===== config.mk =====
export PLATFORM = sky130hd
export DESIGN_NAME = syncpkt_gen
export DESIGN_NICKNAME = d
export VERILOG_FILES = /design/src/rtl/syncpkt_pkg.sv /design/src/rtl/sync_edge_det.sv /design/src/rtl/sync_evt_seq.sv /design/src/rtl/pkt_fifo.sv /design/src/rtl/syncpkt_gen.sv
export SDC_FILE = /design/constraint.sdc
export NUM_CORES = 1
export LEC_CHECK = 0
export ABC_AREA = 1
export CORE_MARGIN = 1.5
export CORE_UTILIZATION = 46
export CTS_CLUSTER_DIAMETER = 120
export DETAILED_ROUTE_END_ITERATION = 12
export HOLD_SLACK_MARGIN = 0.06
export PLACE_DENSITY = 0.88
export SLEW_MARGIN = 20
export SYNTH_ARGS = -nofsm -noshare
export SYNTH_HDL_FRONTEND = slang
export SYNTH_SLANG_ARGS = --single-unit

===== constraint.sdc =====
create_clock -name clk -period 1.9 [get_ports clk]
set_input_delay 0.38 -clock clk [delete_from_list [all_inputs] [get_ports clk]]
set_output_delay 0.38 -clock clk [all_outputs]
set_load 0.01 [all_outputs]

===== src/rtl/syncpkt_pkg.sv =====
package syncpkt_pkg;

    localparam int DT_W  = 6;
    localparam int PAY_W = 16;
    localparam int N_EV  = 4;

    // Event kinds; the enum value is also the enable bit index.
    typedef enum logic [1:0] {
        EV_VS_START = 2'd0,
        EV_VS_END   = 2'd1,
        EV_HS_START = 2'd2,
        EV_HS_END   = 2'd3
    } sync_ev_e;

    // Vertical event waiting for the next horizontal activation.
    typedef enum logic [1:0] {
        PEND_NONE  = 2'd0,
        PEND_START = 2'd1,
        PEND_END   = 2'd2
    } pend_e;

    function automatic logic [DT_W-1:0] ev_code(input sync_ev_e ev);
        logic [DT_W-1:0] code;
        case (ev)
            EV_VS_START: code = 6'h01;
            EV_VS_END:   code = 6'h11;
            EV_HS_START: code = 6'h21;
            default:     code = 6'h31;
        endcase
        return code;
    endfunction

endpackage


===== src/rtl/sync_edge_det.sv =====
module sync_edge_det (
    input  logic clk,
    input  logic rst_n,
    input  logic pol_i,
    input  logic sig_i,
    output logic rise_o,
    output logic fall_o
);

    typedef struct packed {
        logic lvl;
    } edge_state_t;

    edge_state_t st_d, st_q;
    logic        act;

    always_comb begin
        act       = pol_i ? sig_i : ~sig_i;
        st_d      = st_q;
        st_d.lvl  = act;
        rise_o    = act & ~st_q.lvl;
        fall_o    = ~act & st_q.lvl;
    end

    always_ff @(posedge clk) begin
        if (!rst_n) st_q <= '0;
        else        st_q <= st_d;
    end

endmodule


===== src/rtl/sync_evt_seq.sv =====
module sync_evt_seq
    import syncpkt_pkg::*;
(
    input  logic              clk,
    input  logic              rst_n,
    input  logic              vs_rise_i,
    input  logic              vs_fall_i,
    input  logic              hs_rise_i,
    input  logic              hs_fall_i,
    input  logic [N_EV-1:0]   en_i,
    output logic              push_o,
    output sync_ev_e          ev_o,
    output logic              synced_o
);

    typedef struct packed {
        logic  synced;
        pend_e pend;
    } seq_state_t;

    seq_state_t st_d, st_q;

    always_comb begin
        st_d   = st_q;
        push_o = 1'b0;
        ev_o   = EV_HS_START;

        if (st_q.synced) begin
            if (hs_rise_i) begin
                // A pending vertical event replaces this horizontal start.
                case (st_q.pend)
                    PEND_START: begin
                        if (en_i[EV_VS_START]) begin
                            push_o = 1'b1;
                            ev_o   = EV_VS_START;
                        end else if (en_i[EV_HS_START]) begin
                            push_o = 1'b1;
                        end
                    end
                    PEND_END: begin
                        if (en_i[EV_VS_END]) begin
                            push_o = 1'b1;
                            ev_o   = EV_VS_END;
                        end else if (en_i[EV_HS_START]) begin
                            push_o = 1'b1;
                        end
                    end
                    default: begin
                        push_o = en_i[EV_HS_START];
                    end
                endcase
                st_d.pend = PEND_NONE;
            end else if (hs_fall_i) begin
                push_o = en_i[EV_HS_END];
                ev_o   = EV_HS_END;
            end
        end

        // New vertical edges become pending after any consumption above.
        if (vs_rise_i) begin
            st_d.synced = 1'b1;
            st_d.pend   = PEND_START;
        end else if (vs_fall_i && st_q.synced) begin
            st_d.pend   = PEND_END;
        end
    end

    always_ff @(posedge clk) begin
        if (!rst_n) st_q <= '{synced: 1'b0, pend: PEND_NONE};
        else        st_q <= st_d;
    end

    assign synced_o = st_q.synced;

endmodule


===== src/rtl/pkt_fifo.sv =====
module pkt_fifo #(
    parameter int DEPTH = 4,
    parameter int W     = 24
) (
    input  logic         clk,
    input  logic         rst_n,
    input  logic         push_i,
    input  logic [W-1:0] din_i,
    input  logic         ready_i,
    output logic         valid_o,
    output logic [W-1:0] dout_o,
    output logic         ovf_evt_o
);

    localparam int PW = (DEPTH > 1) ? $clog2(DEPTH) : 1;
    localparam int CW = $clog2(DEPTH + 1);

    typedef struct packed {
        logic [DEPTH-1:0][W-1:0] mem;
        logic [PW-1:0]           wr;
        logic [PW-1:0]           rd;
        logic [CW-1:0]           cnt;
    } fifo_state_t;

    fifo_state_t st_d, st_q;
    logic        pop;
    logic        accept;

    function automatic logic [PW-1:0] bump(input logic [PW-1:0] p);
        return (p == PW'(DEPTH - 1)) ? '0 : p + 1'b1;
    endfunction

    always_comb begin
        st_d      = st_q;
        pop       = (st_q.cnt != '0) && ready_i;
        accept    = push_i && ((st_q.cnt != CW'(DEPTH)) || pop);
        ovf_evt_o = push_i && !accept;
        if (accept) begin
            st_d.mem[st_q.wr] = din_i;
            st_d.wr           = bump(st_q.wr);
        end
        if (pop) begin
            st_d.rd = bump(st_q.rd);
        end
        st_d.cnt = st_q.cnt + CW'(accept) - CW'(pop);
    end

    always_ff @(posedge clk) begin
        if (!rst_n) st_q <= '0;
        else        st_q <= st_d;
    end

    assign valid_o = (st_q.cnt != '0);
    assign dout_o  = st_q.mem[st_q.rd];

endmodule


===== src/rtl/syncpkt_gen.sv =====
module syncpkt_gen
    import syncpkt_pkg::*;
#(
    parameter int VC_W  = 2,
    parameter int DEPTH = 4,
    localparam int HDR_W = PAY_W + VC_W + DT_W
) (
    input  logic             clk,
    input  logic             rst_n,
    input  logic             vs_pol_i,
    input  logic             hs_pol_i,
    input  logic             vsync_i,
    input  logic             hsync_i,
    input  logic [N_EV-1:0]  evt_en_i,
    input  logic [VC_W-1:0]  vc_i,
    input  logic             err_clr_i,
    output logic             pkt_valid_o,
    input  logic             pkt_ready_i,
    output logic [HDR_W-1:0] pkt_hdr_o,
    output logic             ovf_o
);

    localparam int N_LINES = 2;   // index 0: vertical, 1: horizontal

    typedef struct packed {
        logic ovf;
    } top_state_t;

    logic [N_LINES-1:0] line_pol;
    logic [N_LINES-1:0] line_sig;
    logic [N_LINES-1:0] line_rise;
    logic [N_LINES-1:0] line_fall;

    assign line_pol = {hs_pol_i, vs_pol_i};
    assign line_sig = {hsync_i, vsync_i};

    for (genvar g = 0; g < N_LINES; g++) begin : g_edge
        sync_edge_det u_edge (
            .clk    (clk),
            .rst_n  (rst_n),
            .pol_i  (line_pol[g]),
            .sig_i  (line_sig[g]),
            .rise_o (line_rise[g]),
            .fall_o (line_fall[g])
        );
    end

    logic       seq_push;
    sync_ev_e   seq_ev;
    logic       seq_synced;

    sync_evt_seq u_seq (
        .clk       (clk),
        .rst_n     (rst_n),
        .vs_rise_i (line_rise[0]),
        .vs_fall_i (line_fall[0]),
        .hs_rise_i (line_rise[1]),
        .hs_fall_i (line_fall[1]),
        .en_i      (evt_en_i),
        .push_o    (seq_push),
        .ev_o      (seq_ev),
        .synced_o  (seq_synced)
    );

    logic [HDR_W-1:0] hdr_in;
    logic             ovf_evt;

    assign hdr_in = {{PAY_W{1'b0}}, vc_i, ev_code(seq_ev)};

    pkt_fifo #(
        .DEPTH (DEPTH),
        .W     (HDR_W)
    ) u_fifo (
        .clk       (clk),
        .rst_n     (rst_n),
        .push_i    (seq_push),
        .din_i     (hdr_in),
        .ready_i   (pkt_ready_i),
        .valid_o   (pkt_valid_o),
        .dout_o    (pkt_hdr_o),
        .ovf_evt_o (ovf_evt)
    );

    top_state_t st_d, st_q;

    always_comb begin
        st_d     = st_q;
        st_d.ovf = (st_q.ovf && !err_clr_i) || ovf_evt;
    end

    always_ff @(posedge clk) begin
        if (!rst_n) st_q <= '0;
        else        st_q <= st_d;
    end

    assign ovf_o = st_q.ovf;

endmodule


==> results.md <==
- Clock sink count: 33
- Clock buffer depth: 2
- Compound-gate portion of the synthesized area: 0.0946
- Clock buffer count from CTS: 5
- Synth Instances: 274
- Unrepaired setup endpoints after global routing: yes
- Vias per inst: 4.61
- Core Util, Final: 0.606
- Multiplexer share of the synthesized area: 0
- Area leader, netlist: dfxtp_1
- Die Area: 4660 µm²
- Max-cap violations: 0
- Crit share post-route: 1.01
- Area delta synth->final: 25.6%
- ANT cells: 0
- Worst setup margin: -0.0205 ns
- Post-synthesis xor/xnor area fraction: 0.00895
- DRT iter0 DRCs: 134
- Setup clock skew after layout: 0.00481 ns
- Mapped Area: 1960 µm²
- Antenna Nets Post-Route: 0
- Hold Path Depth: 2
- Dominant cell by count in the synthesized netlist: nand2_1
- Slowest-stage cell, CP: fa_2
- Fin. max-slew vios: 0
- I/O Pins: 40
- Post-route DRC: 0
- Overflow after GRT: 0
- Fin cells: 374
- Final setup vio count: 1
- Row count: 23
- Power Dens Cells: 976 nW/µm²
- Clock transition at path regs: 0.07 ns
- Initial Util: 0.483
- Drt total wl: 4.32 mm
- Largest family of logic cells by synthesized area: simple AND/OR/NAND/NOR gates
- Largest net degree at the start of global routing: 23
- Nets: 347
- Share of the synthesized area in the top cell type: 0.337
- Die height: 68.2 µm
- Critical Path RT: 2.07 ns
- H-tree levels: 2
- Classification of the worst setup path: reg2reg
- WP data arrival: 2.09 ns
- Lkg Pwr: 1.25 nW
- DP Wirelength: 2.89 mm
- Failing checks: setup timing
- Worst path max stage delay: 0.51 ns
- CP cell instances: inv_2, ha_4, inv_1, nand2_2, nand3_2, nand3b_4, nand2_4, nor2_4, ha_4, inv_2, fa_2, nor2_1
- Avg Inst Size Synth: 7.15 µm²
- Layout cell share with drive strength beyond 1: 0.216
- Final Wtd Congestion: 0.776
- Crit Path Max Fanout: 3
- First-pass iteration count of the detailed router: 4
- Die width: 68.2 µm
- Top_reg_cell synth: dfxtp_1
- Post-synth EDFFs: 0
- Vias: 1726
- CTS tree: yes
- First-pass GRT wire length: 7.08 mm
- Top cells by count, synth: nand2_1 (59), inv_1 (47), nor2_1 (39)
- Vias in the first global route: 1583
- R2R Setup Slk: -0.02 ns
- Synth Warn #: 0
- Hold Vio Cnt, Final: 0
- Initial antenna violation count: 0
- Post-Synth Adder-Cell Area: 0.0677
- Tot GR Track Use: 0.206
- Sequential area share after synthesis: 0.337
- Core area: 4060 µm²
- Port-buffer cells: 20
- Synth async-reset ratio: 0
- Max VDD drop: 801 µV
- Later-pin clock latency in the skew report: 0.29 ns
- Hold Startpoint: u_fifo.st_q[55]
- Status: complete, but fails checks
- Cts hold-fix bufs: 0
- Post-synthesis register bit count: 33
- Hold Path End: u_fifo.st_q[55]
- Critical Path Source Type: flop
- Fin Hold WS: 0.455 ns
- Simple-gate share of the synthesized area: 0.307
- Worst Hold Class: reg2reg
- WL/cell: 11.6 µm
- Inst Count DP: 359
- Highest Clock Rate: 0.521 GHz
- Critical register-to-register path endpoint: u_fifo.st_q[1]
- Ranking of synthesized cells by area: dfxtp_1 (34%), nand2_1 (11%), inv_1 (9.0%)
- Crit path time final: 1.92 ns
- Crit path from: u_seq.st_q[0]
- Worst Setup End Kind: flop
- Root Buffer: clkbuf_8
- Distinct cells, synth: 28
- Worst r2r src: u_seq.st_q[0]
- Worst reg2reg path depth: 12
[stage by stage]
| stage | setup slack (ns) | power (W) | cell area (µm²) | TNS (ns) |
|---|---|---|---|---|
| after global routing | -0.0887 | 0.00257 | 2460 | -0.158 |
| after global placement | -0.380 | 0.00178 | 2300 | -0.705 |
| after CTS | 0.00228 | 0.00235 | 2430 | 0 |
| after detailed placement | -0.467 | 0.00182 | 2300 | -1.40 |
| final | -0.0205 | 0.00240 | 2460 | -0.0205 |
| after floorplan | -0.0615 | 0.00143 | 2050 | -0.0615 |
[cell families (layout without fill, tap and decap cells)]
family	Yosys count	after routing
adder cells (fa/ha/maj)	10	10
AO/OA/AOI/OAI	36	36
flip-flops	33	33
AND/OR/NAND/NOR	118	118
buffers and inverters	74	106
XOR/XNOR	2	2
other	1	19
[routing by layer]
layer | wire (µm) | share of wire | up-vias | track usage
met1 | 1760 | 0.41 | 773 | 0.247
met2 | 2230 | 0.52 | 57 | 0.364
li1 | - | - | 891 | -
met4 | 46 | 0.011 | 0 | 0.0575
met5 | 0 | 0 | - | 0
met3 | 284 | 0.066 | 5 | 0.0510
[registers in the layout (all words and copies together) (netlist names)]
signal / cells
u_seq.synced_o: 1
u_fifo.st_q: 27
g_edge.u_edge.st_q: 2
u_seq.st_q: 2
ovf_o: 1
[placed cells by master, fill, tap and decap left out]
cell type,n
nand2_1,57
inv_1,42
nor2_1,39
dfxtp_1,31
buf_4,28
a21oi_1,25
conb_1,19
clkdlybuf4s50_1,10
dlygate4sd2_1,10
inv_2,7
o21ai_0,7
ha_1,7
clkbuf_8,5
nand2_2,4
nand4_4,4
nor2_4,3
nand2_4,3
nand3_2,3
ha_4,2
clkinv_2,2
dfxtp_2,2
nand3_4,1
nand3b_4,1
inv_4,1
nand3_1,1
or2_2,1
o22ai_1,1
xnor2_1,1
nor3_1,1
a31oi_1,1
a211oi_1,1
xor2_1,1
o21ai_2,1
fa_2,1
clkinvlp_4,1
[worst max-delay path, delay by kind of cell (launching register included)]
| family | cells | cell delay (ns) |
|---|---|---|
| adder cells (fa/ha/maj) | 3 | 0.81 |
| buffers and inverters | 3 | 0.17 |
| AND/OR/NAND/NOR | 6 | 0.48 |
| flip-flops | 1 | 0.33 |
[worst max path at each step]
| stage | to | slack [ns] | cells after the start |
|---|---|---|---|
| floorplan | u_fifo.st_q[1] | -0.06 | 11 |
| global placement | u_fifo.st_q[1] | -0.38 | 11 |
| detailed placement | u_fifo.st_q[1] | -0.47 | 12 |
| CTS | u_fifo.st_q[1] | 0.002 | 10 |
| global route | u_fifo.st_q[1] | -0.09 | 11 |
| finish | u_fifo.st_q[1] | -0.02 | 12 |
[area by class of cell]
cell class / instances / area, µm²
inverter: 50 / 190
clock buffer: 5 / 68.8
tap: 50 / 62.6
multi-input combinational: 185 / 1060
sequential: 33 / 663
fill: 344 / 1600
timing repair buffer: 48 / 398
clock inverter: 3 / 17.5
[report_power, final]
part	switching (W)	leakage, nW	internal [W]
Combinational	0.000566	0.939	0.000481
Sequential	0.0000617	0.269	0.000765
Clock	0.000274	0.0439	0.000253
[repair_timing]
item | CTS | global route
setup buffers | 6 | 1
resized for setup | 15 | 6
pin swaps | 8 | 4
setup endpoints to repair | 7 | 2
Power figures use the tool's default switching activity.
